==> src/rtl/emc_pkg.sv <==
package emc_pkg;
    localparam int NBANK  = 4;
    localparam int BANK_W = $clog2(NBANK);
    localparam int XA_W   = 24;
    localparam int WAIT_W = 4;
    localparam int DW     = 32;
    localparam int XDW    = 16;
    localparam int PART_W = 2;

    typedef struct packed {
        logic [WAIT_W-1:0] waits;
        logic              wide;
    } bank_cfg_t;

    typedef enum logic [2:0] {
        ST_IDLE,
        ST_LEAD,
        ST_STROBE,
        ST_TRAIL,
        ST_DONE
    } emc_state_t;
endpackage

==> src/rtl/emc_cfg_regs.sv <==
module emc_cfg_regs
    import emc_pkg::*;
#(
    parameter int NB = NBANK,
    parameter int BW = BANK_W
) (
    input  logic                   clk,
    input  logic                   rst_n,
    input  logic                   cfg_we,
    input  logic [BW-1:0]          cfg_bank,
    input  logic [WAIT_W-1:0]      cfg_wait,
    input  logic                   cfg_wide,
    output bank_cfg_t [NB-1:0]     cfg_tab
);
    for (genvar g = 0; g < NB; g++) begin : g_bank
        always_ff @(posedge clk) begin
            if (!rst_n) begin
                cfg_tab[g].waits <= '1;
                cfg_tab[g].wide  <= 1'b0;
            end else if (cfg_we && cfg_bank == BW'(g)) begin
                cfg_tab[g].waits <= cfg_wait;
                cfg_tab[g].wide  <= cfg_wide;
            end
        end
    end
endmodule

==> src/rtl/emc_seq.sv <==
module emc_seq
    import emc_pkg::*;
#(
    parameter int NB = NBANK,
    parameter int BW = BANK_W,
    parameter int AW = XA_W,
    parameter int PW = PART_W,
    parameter int W  = DW
) (
    input  logic                 clk,
    input  logic                 rst_n,
    input  logic                 req_valid,
    input  logic                 req_write,
    input  logic [AW+BW-1:0]     req_addr,
    input  logic [1:0]           req_size,
    input  logic [W-1:0]         req_wdata,
    input  bank_cfg_t [NB-1:0]   cfg_tab,
    output logic                 req_ready,
    output logic                 rsp_done,
    output logic [NB-1:0]        mem_cs_n,
    output logic [AW-1:0]        mem_addr,
    output logic                 mem_oe_n,
    output logic                 mem_we_n,
    output logic                 mem_doe,
    output logic                 start,
    output logic                 capture,
    output logic [PW-1:0]        part,
    output logic                 cur_wide,
    output logic [1:0]           cur_size,
    output logic                 cur_addr0,
    output logic [W-1:0]         cur_wdata
);
    localparam int RA_W = AW + BW;

    emc_state_t        state_q, state_d;
    logic [BW-1:0]     bank_q;
    logic [AW-1:0]     base_q;
    logic [1:0]        sz_q;
    logic              wr_q;
    bank_cfg_t         cfg_q;
    logic [PW-1:0]     part_q, last_q;
    logic [WAIT_W-1:0] wcnt_q;
    logic [W-1:0]      wdata_q;

    logic [BW-1:0]     req_bank;
    logic [1:0]        sz_in;
    bank_cfg_t         cfg_in;
    logic [PW-1:0]     last_in;
    logic              accept, strobe_end, last_part;

    assign req_bank   = req_addr[RA_W-1 -: BW];
    assign sz_in      = (req_size == 2'd3) ? 2'd2 : req_size;
    assign cfg_in     = cfg_tab[req_bank];
    assign accept     = (state_q == ST_IDLE) && req_valid;
    assign strobe_end = (wcnt_q == cfg_q.waits);
    assign last_part  = (part_q == last_q);

    always_comb begin
        if (sz_in == 2'd2 && !cfg_in.wide)
            last_in = PW'(3);
        else if (sz_in > {1'b0, cfg_in.wide})
            last_in = PW'(1);
        else
            last_in = '0;
    end

    always_comb begin
        state_d = state_q;
        unique case (state_q)
            ST_IDLE:   if (accept) state_d = req_write ? ST_LEAD : ST_STROBE;
            ST_LEAD:   state_d = ST_STROBE;
            ST_STROBE: if (strobe_end) begin
                           if (wr_q)           state_d = ST_TRAIL;
                           else if (last_part) state_d = ST_DONE;
                           else                state_d = ST_STROBE;
                       end
            ST_TRAIL:  state_d = last_part ? ST_DONE : ST_LEAD;
            ST_DONE:   state_d = ST_IDLE;
            default:   state_d = ST_IDLE;
        endcase
    end

    always_ff @(posedge clk) begin
        if (!rst_n) state_q <= ST_IDLE;
        else        state_q <= state_d;
    end

    always_ff @(posedge clk) begin
        if (!rst_n) begin
            bank_q  <= '0;
            base_q  <= '0;
            sz_q    <= '0;
            wr_q    <= 1'b0;
            cfg_q   <= '0;
            last_q  <= '0;
            part_q  <= '0;
            wcnt_q  <= '0;
            wdata_q <= '0;
        end else if (accept) begin
            bank_q  <= req_bank;
            base_q  <= req_addr[AW-1:0];
            sz_q    <= sz_in;
            wr_q    <= req_write;
            cfg_q   <= cfg_in;
            last_q  <= last_in;
            part_q  <= '0;
            wcnt_q  <= '0;
            wdata_q <= req_wdata;
        end else if (state_q == ST_STROBE) begin
            if (strobe_end) begin
                wcnt_q <= '0;
                if (!wr_q && !last_part) part_q <= part_q + PW'(1);
            end else begin
                wcnt_q <= wcnt_q + WAIT_W'(1);
            end
        end else if (state_q == ST_TRAIL && !last_part) begin
            part_q <= part_q + PW'(1);
        end
    end

    always_comb begin
        logic active;
        active    = (state_q == ST_LEAD) || (state_q == ST_STROBE) || (state_q == ST_TRAIL);
        mem_cs_n  = '1;
        if (active) mem_cs_n[bank_q] = 1'b0;
        mem_addr  = base_q + (AW'(part_q) << cfg_q.wide);
        mem_oe_n  = !(state_q == ST_STROBE && !wr_q);
        mem_we_n  = !(state_q == ST_STROBE && wr_q);
        mem_doe   = wr_q && active;
        req_ready = (state_q == ST_IDLE);
        rsp_done  = (state_q == ST_DONE);
        start     = accept;
        capture   = (state_q == ST_STROBE) && !wr_q && strobe_end;
        part      = part_q;
        cur_wide  = cfg_q.wide;
        cur_size  = sz_q;
        cur_addr0 = base_q[0];
        cur_wdata = wdata_q;
    end

    p_cs_onehot_r2: assert property (@(posedge clk) disable iff (!rst_n)
        $onehot0(~mem_cs_n));
    p_cs_hold_r2: assert property (@(posedge clk) disable iff (!rst_n)
        (mem_cs_n != '1) |=> (mem_cs_n == $past(mem_cs_n) || mem_cs_n == '1));
    p_wait_bound_r3: assert property (@(posedge clk) disable iff (!rst_n)
        (state_q == ST_STROBE) |-> (wcnt_q <= cfg_q.waits));
    p_part_bound_r4: assert property (@(posedge clk) disable iff (!rst_n)
        (state_q != ST_IDLE) |-> (part_q <= last_q));
    p_strobe_excl_r8: assert property (@(posedge clk) disable iff (!rst_n)
        !(!mem_oe_n && !mem_we_n));
    p_we_lead_r8: assert property (@(posedge clk) disable iff (!rst_n)
        $fell(mem_we_n) |-> $past(mem_doe));
    p_we_trail_r8: assert property (@(posedge clk) disable iff (!rst_n)
        $rose(mem_we_n) |-> mem_doe);
    p_done_pulse_r9: assert property (@(posedge clk) disable iff (!rst_n)
        rsp_done |=> (!rsp_done && req_ready));
    p_ready_idle_r9: assert property (@(posedge clk) disable iff (!rst_n)
        req_ready |-> (mem_cs_n == '1));
    p_cfg_frozen_r10: assert property (@(posedge clk) disable iff (!rst_n)
        (state_q != ST_IDLE) |=> $stable(cfg_q));
endmodule

==> src/rtl/emc_lane_map.sv <==
module emc_lane_map
    import emc_pkg::*;
#(
    parameter int W  = DW,
    parameter int XW = XDW,
    parameter int PW = PART_W
) (
    input  logic [W-1:0]  wdata,
    input  logic          wide,
    input  logic [1:0]    size,
    input  logic          addr0,
    input  logic [PW-1:0] part,
    output logic [XW-1:0] dout,
    output logic [1:0]    be_n
);
    localparam int BYTE = 8;

    always_comb begin
        if (!wide) begin
            dout = {{(XW-BYTE){1'b0}}, wdata[{part, 3'b000} +: BYTE]};
            be_n = 2'b10;
        end else if (size == 2'd0) begin
            dout = {wdata[BYTE-1:0], wdata[BYTE-1:0]};
            be_n = addr0 ? 2'b01 : 2'b10;
        end else begin
            dout = wdata[{part[0], 4'b0000} +: XW];
            be_n = 2'b00;
        end
    end
endmodule

==> src/rtl/emc_rd_asm.sv <==
module emc_rd_asm
    import emc_pkg::*;
#(
    parameter int W  = DW,
    parameter int XW = XDW,
    parameter int PW = PART_W
) (
    input  logic          clk,
    input  logic          rst_n,
    input  logic          start,
    input  logic          capture,
    input  logic [XW-1:0] din,
    input  logic          wide,
    input  logic [1:0]    size,
    input  logic          addr0,
    input  logic [PW-1:0] part,
    output logic [W-1:0]  rdata
);
    localparam int BYTE = 8;

    always_ff @(posedge clk) begin
        if (!rst_n || start) begin
            rdata <= '0;
        end else if (capture) begin
            if (!wide)
                rdata[{part, 3'b000} +: BYTE] <= din[BYTE-1:0];
            else if (size == 2'd0)
                rdata[BYTE-1:0] <= addr0 ? din[XW-1 -: BYTE] : din[BYTE-1:0];
            else
                rdata[{part[0], 4'b0000} +: XW] <= din;
        end
    end
endmodule

==> src/rtl/ext_mem_ctrl.sv <==
module ext_mem_ctrl
    import emc_pkg::*;
#(
    parameter int NB = NBANK,
    parameter int BW = BANK_W,
    parameter int AW = XA_W,
    parameter int W  = DW,
    parameter int XW = XDW
) (
    input  logic              clk,
    input  logic              rst_n,
    input  logic              cfg_we,
    input  logic [BW-1:0]     cfg_bank,
    input  logic [WAIT_W-1:0] cfg_wait,
    input  logic              cfg_wide,
    input  logic              req_valid,
    output logic              req_ready,
    input  logic              req_write,
    input  logic [AW+BW-1:0]  req_addr,
    input  logic [1:0]        req_size,
    input  logic [W-1:0]      req_wdata,
    output logic              rsp_done,
    output logic [W-1:0]      rsp_rdata,
    output logic [NB-1:0]     mem_cs_n,
    output logic [AW-1:0]     mem_addr,
    output logic              mem_oe_n,
    output logic              mem_we_n,
    output logic [1:0]        mem_be_n,
    output logic [XW-1:0]     mem_dout,
    output logic              mem_doe,
    input  logic [XW-1:0]     mem_din
);
    bank_cfg_t [NB-1:0] cfg_tab;
    logic               start, capture, cur_wide, cur_addr0;
    logic [PART_W-1:0]  part;
    logic [1:0]         cur_size;
    logic [W-1:0]       cur_wdata;

    emc_cfg_regs #(.NB(NB), .BW(BW)) u_cfg (
        .clk(clk), .rst_n(rst_n), .cfg_we(cfg_we), .cfg_bank(cfg_bank),
        .cfg_wait(cfg_wait), .cfg_wide(cfg_wide), .cfg_tab(cfg_tab)
    );

    emc_seq #(.NB(NB), .BW(BW), .AW(AW), .PW(PART_W), .W(W)) u_seq (
        .clk(clk), .rst_n(rst_n), .req_valid(req_valid), .req_write(req_write),
        .req_addr(req_addr), .req_size(req_size), .req_wdata(req_wdata),
        .cfg_tab(cfg_tab), .req_ready(req_ready), .rsp_done(rsp_done),
        .mem_cs_n(mem_cs_n), .mem_addr(mem_addr), .mem_oe_n(mem_oe_n),
        .mem_we_n(mem_we_n), .mem_doe(mem_doe), .start(start), .capture(capture),
        .part(part), .cur_wide(cur_wide), .cur_size(cur_size),
        .cur_addr0(cur_addr0), .cur_wdata(cur_wdata)
    );

    emc_lane_map #(.W(W), .XW(XW), .PW(PART_W)) u_lane (
        .wdata(cur_wdata), .wide(cur_wide), .size(cur_size), .addr0(cur_addr0),
        .part(part), .dout(mem_dout), .be_n(mem_be_n)
    );

    emc_rd_asm #(.W(W), .XW(XW), .PW(PART_W)) u_rd (
        .clk(clk), .rst_n(rst_n), .start(start), .capture(capture), .din(mem_din),
        .wide(cur_wide), .size(cur_size), .addr0(cur_addr0), .part(part),
        .rdata(rsp_rdata)
    );
endmodule

==> config.mk <==
export PLATFORM = sky130hd
export DESIGN_NAME = ext_mem_ctrl
export DESIGN_NICKNAME = d
export VERILOG_FILES = /design/src/rtl/emc_pkg.sv /design/src/rtl/emc_cfg_regs.sv /design/src/rtl/emc_seq.sv /design/src/rtl/emc_lane_map.sv /design/src/rtl/emc_rd_asm.sv /design/src/rtl/ext_mem_ctrl.sv
export SDC_FILE = /design/constraint.sdc
export NUM_CORES = 1
export LEC_CHECK = 0
export BUFFER_PORTS_ARGS = -buffer_cell sky130_fd_sc_hd__buf_2
export CAP_MARGIN = 20
export CORE_ASPECT_RATIO = 0.8
export CORE_MARGIN = 5
export CORE_UTILIZATION = 55
export CTS_BUF_LIST = sky130_fd_sc_hd__clkbuf_8
export CTS_CLUSTER_SIZE = 40
export DETAILED_ROUTE_END_ITERATION = 10
export PLACE_DENSITY_LB_ADDON = 0.12
export SLEW_MARGIN = 0
export SYNTH_ARGS = -nofsm -noshare
export SYNTH_HDL_FRONTEND = slang
export SYNTH_SLANG_ARGS = --single-unit
==> constraint.sdc <==
create_clock -name clk -period 3.8 [get_ports clk]
set_clock_uncertainty 0.1 [all_clocks]
set_input_delay 0.19 -clock clk [delete_from_list [all_inputs] [get_ports clk]]
set_output_delay 0.19 -clock clk [all_outputs]
set_load 0.02 [all_outputs]
After elaboration in Yosys (flattened, before gate mapping)
Index checks and enable logic that the tools add are counted.

storage, ports and cells
  bits in registers = 129
  latch bits = 0
  memory bits (writable) = 0
  ROM bits = 0
  bits of input ports = 88
  output and inout port bits = 83
  word-level logic and storage cells = 115
  memories kept = 0

operators by class
  add/subtract/negate cells = 5
  multipliers = 0
  divide/modulo/power cells = 0
  order comparisons = 4
  equal/unequal tests = 15
  shift operators = 7
  muxes and demuxes = 31
  bitwise operators = 2
  reductions and logical operators = 30

operator list
  operator                   count
  $bwmux W32                 2
  $mux W16                   2
  $mux W32                   1
  $shift A16 B7 Y32 const A  1
  $shift A8 B7 Y32 const A   1
  $shiftx A16 B7 Y32         1
  $shiftx A32 B6 Y16         1
  $shiftx A32 B6 Y8          1
  $shiftx A8 B7 Y32          1
  $add A24 B24 Y24           1
  $mux W24                   1
  $shl A2 B1 Y24             1
  $mux W2                    10
  $mux W8                    2
  $mux W3                    5
  $neg A5 Y7                 2
  $logic_and A1 B1 Y1        13
  $pmux W3 S4                1
  $bmux W5 S2                1
  $eq A2 B2 Y1 const B       4
  $mux W4                    2
  $eq A3 B2 Y1 const B       2
  $logic_not A1 Y1           6
  $lt A2 B3 Y1 const B       2
  other kinds (23)           30

Logic depth before layout (Yosys ltp)
  word-level depth = 6
  gate-level depth with buffers = 11
  mapped depth without buffers = 8

Hierarchy
From an unflattened synthesis, not the netlist that was laid out.

second synthesis, totals
  cells, all modules = 812
  area, all modules = 6959.2 um^2

modules (own cells, without submodules)
  module        instances  cells each  area each (um^2)
  emc_seq       1          444         3641.0
  emc_rd_asm    1          216         1890.6
  emc_cfg_regs  1          74          798.3
  emc_lane_map  1          78          629.4

Least setup slack after synthesis
Ideal clock, no wire load.

  path type = flip-flop to output port
  from = register u_seq.part_q[0] (netlist: u_seq.part[0])
  to = output mem_addr[10]
  arrival = 2.803 ns
  setup slack = 0.707 ns
  cell stages (with the launch flop) = 12
  buffers on the path = 3
  cells stage by stage = dfxtp_1 -> buf_2 -> buf_2 -> buf_2 -> inv_1 -> nor2_1 -> ha_1 -> fa_1 -> a21oi_1 -> nor3_1 -> nand3_1 -> xnor2_1

on the way
  cells in the longest elaborated chain, start to end = 2

RTL lines
  element                 RTL line            RTL
  start, declared         emc_seq.sv:41       logic [PW-1:0] part_q, last_q;
  start signal, assigned  emc_seq.sv:112      if (!wr_q && !last_part) part_q <= part_q + PW'(1);
  start signal, assigned  emc_seq.sv:117      part_q <= part_q + PW'(1);
  $shl A2 B1 Y24          emc_seq.sv:126      mem_addr = base_q + (AW'(part_q) << cfg_q.wide);
  $add A24 B24 Y24        emc_seq.sv:126
  end, declared           ext_mem_ctrl.sv:25  output logic [AW-1:0] mem_addr,

Every way passes these cells.

Worst setup path after layout
  from = register u_seq.part_q[0] (netlist: u_seq.part[0])
  to = output mem_addr[15]

The elaborated chain is that of the path after synthesis.

==> flow_summary_export.csv <==
group,metric,value,unit
clock_network,cts_tree,"yes",
synthesis,ys_ff_latch,129,
routing,drt_first_pass_iters,5,
global_routing,overflow,0,
outcome,status,"finished clean",
synthesis,yosysWarningCount,0,
place,routabilityCongestion,0.8611,
routing,first_iter_violations,527,
pwr,vdd.ir_drop.worst,0.2949,mV
routing,drc,0,
sta,fmax,300.6,MHz
hold_path,hold_path_end,"u_cfg.cfg_tab[2]",
critical_path,reg2reg_setup_slack,0.98,ns
pwr,p_total,0.003565,W
synthesis,synth.most_common_cell,"nand2_1",
hold_path,hold_path_depth,4,
die,rows,36,
cells_and_area,insertedDiodeCount,0,
hold_path,hp-class,"in2reg",
sta,hold_violations,0,
pwr,p_leak,4.113,nW
global_routing,grt_pass1_wl,32.91,mm
synthesis,synth_top_area_share,37.96,%
clock_network,root_buffer,"clkbuf_8",
clock_network,cts_made_buffers,17,
place,hpwl,13.60,mm
critical_path,worstPathRequired,3.51,ns
routing,drtAntennaViolNets,0,
synthesis,synth_edf_count,0,
synthesis,synth_flop_cell,"dfxtp_1",
sta,setup_viol,0,
synthesis,synthArstFlopShare,0,%
synthesis,synth_commonest_cells,"nand2_1 (199), dfxtp_1 (129), nand3_1 (43)",
synthesis,yosysTopAreaCell,"dfxtp_1",
synthesis,yosysSeqAreaShare,37.96,%
place,port_buffers,170,
run,drv_cap,0,
critical_path,path_class,"reg2out",
cells_and_area,drive_gt1_share,22.48,%
sta,slew_headroom,32.96,%
die,start_util,55.94,%
die,die-height,109.5,um
clock_network,cts.sinks,129,
die,core-area,0.01216,mm^2
critical_path,end_kind,"output port",
routing,drt-total-wl,20.44,mm
cells_and_area,area_delta_synth_final,30.64,%
synthesis,synthCells,803,
synthesis,postSynthAreaPerCell,8.472,um^2
die,ios,171,
sta,min_period,3.327,ns
global_routing,grtUsageTotal,27.79,%
global_routing,grt_start_max_net_pins,91,
critical_path,worstRegToRegCells,7,
sta,rsz0062_at_grt,"no",
clock_network,clk_latency,0.44,ns
pwr,power.density,401.1,mW/mm^2
critical_path,cp-start-kind,"flip-flop",
clock_network,path_clk_slew,0.07,ns
cells_and_area,fin_nets,1116,
routing,wl_per_cell,17.26,um
die,die_width,134.3,um
routing,vias,6855,
synthesis,synthDistinctLibCells,54,
routing,via_per_inst,5.790,
sta,slew_violations,0,
clock_network,cts_setup_buffers,0,
die,die_area,0.01471,mm^2
synthesis,ys_top_cells_by_area,"dfxtp_1 (38%), nand2_1 (11%), mux2i_1 (6.0%)",
synthesis,syn_area,0.006803,mm^2
clock_network,h-tree-depth,4,
critical_path,timing.rr.end,"u_rd.rdata[22]",
synthesis,syn-num-nets,900,
place,placed_area,0.007679,mm^2
sta,tightest_slew,0.9926,ns
critical_path,arrival,3.04,ns
sta,fin_crit_sh,87.54,%
critical_path,reg2reg_from,"u_seq.part[1]",
cells_and_area,finalInstanceArea,0.008887,mm^2
critical_path,critPathMaxFanout,14,
global_routing,grt_pass1_vias,6705,
sta,finalSetupTns,0,ns
hold_path,min_from,"cfg_bank[0]",
clock_network,clock_path_buffers,2,
global_routing,antenna_found_initial,0,
## sequential cells by signal, indices dropped and copies added, names as in the netlist, 3 cells and up
signal	count
u_rd.rdata	32
u_seq.cur_wdata	32
u_seq.base_q	24
u_cfg.cfg_tab	20
u_seq.cfg_q	4
u_seq.wcnt_q	4
u_seq.state_q	3
## placed cells by master (no fill, tap or decap), types with 24 or more instances in the layout
| cell type | synthesis | routed |
|---|---|---|
| buf_2 | 16 | 170 |
| xnor2_1 | 24 | 24 |
| dfxtp_1 | 129 | 129 |
| o21ai_0 | 24 | 24 |
| a21boi_1 | 30 | 30 |
| o211a_1 | 25 | 25 |
| mux2i_1 | 41 | 41 |
| a21boi_0 | 37 | 37 |
| nand3_1 | 43 | 43 |
| dlygate4sd3_1 | 0 | 76 |
| nand2_1 | 199 | 199 |
## cell type report
type,count,area [um^2]
multi-input cells,608,3963
fillers,927,3274
flip-flops and latches,129,2582
repair buffers,257,1714
clock buffers,20,275.3
well taps,152,190.2
clock inverters,12,140.1
inverters,6,22.52
## timing repair
action	in CTS	in global routing
hold buffers	76	0
resized for setup	0	1
endpoints found under the setup margin	0	1
hold endpoints to repair	100	0
## worst max-delay path: stages, from the launching register on
cell	delay (ns)
dfxtp_1	0.39
nand2_1	0.35
o21ai_0	0.28
ha_1	0.37
a211oi_1	0.10
nor3_1	0.53
nand3_1	0.18
xnor2_1	0.19
buf_2	0.19
## cell families (layout without fill, tap and decap cells)
| kind of cell | count (synthesis) | after routing | share of synthesized area [%] |
|---|---|---|---|
| AO/OA/AOI/OAI | 174 | 174 | 18.83 |
| flip-flops | 129 | 129 | 37.96 |
| buffers and inverters | 66 | 295 | 3.991 |
| multiplexers | 53 | 53 | 10.01 |
| adder cells (fa/ha/maj) | 9 | 9 | 1.766 |
| XOR/XNOR | 34 | 34 | 4.377 |
| AND/OR/NAND/NOR | 338 | 338 | 23.06 |
## how the worst max path moves through the flow
stage	from	end	slack (ns)	cells past startpoint
6_report	u_seq.part[0]	mem_addr[15]	0.47	8
4_1_cts	u_seq.part[1]	mem_addr[18]	0.28	9
5_1_grt	u_seq.part[1]	mem_addr[17]	0.21	9
2_1_floorplan	u_seq.part[0]	mem_addr[10]	0.71	11
3_5_place_dp	u_seq.part[1]	mem_addr[10]	0.81	9
3_3_place_gp	u_seq.part[1]	mem_addr[18]	0.82	9
## per-layer routing
metal  wire length, um  global-route usage, %  vias up
li1                  -                      -     3273
met1              8602                  33.85     3267
met2              9946                  48.39      264
met3              1390                  6.679       51
met4               500                  10.10        0
met5                 0                      0        -
## power by group
| group | switching, W | internal [W] |
|---|---|---|
| clock | 0.000539 | 0.000691 |
| combinational | 0.000480 | 0.000317 |
| sequential | 0.0000960 | 0.00144 |
| total | 0.00112 | 0.00245 |
## stage by stage
stage | setup WS [ns] | instances | util (%) | hold WS (ns)
after CTS | 0.2834 | 1183 | 72.81 | 0.06483
after global routing | 0.2080 | 1184 | 73.08 | 0.09119
after detailed placement | 0.8131 | 1075 | 63.14 | 0.3378
after global placement | 0.8209 | 1075 | 63.14 | 0.3299
final | 0.4735 | 1184 | 73.08 | 0.08529
after floorplan | 0.7067 | 803 | - | 0.2140
Power figures use the tool's default switching activity.
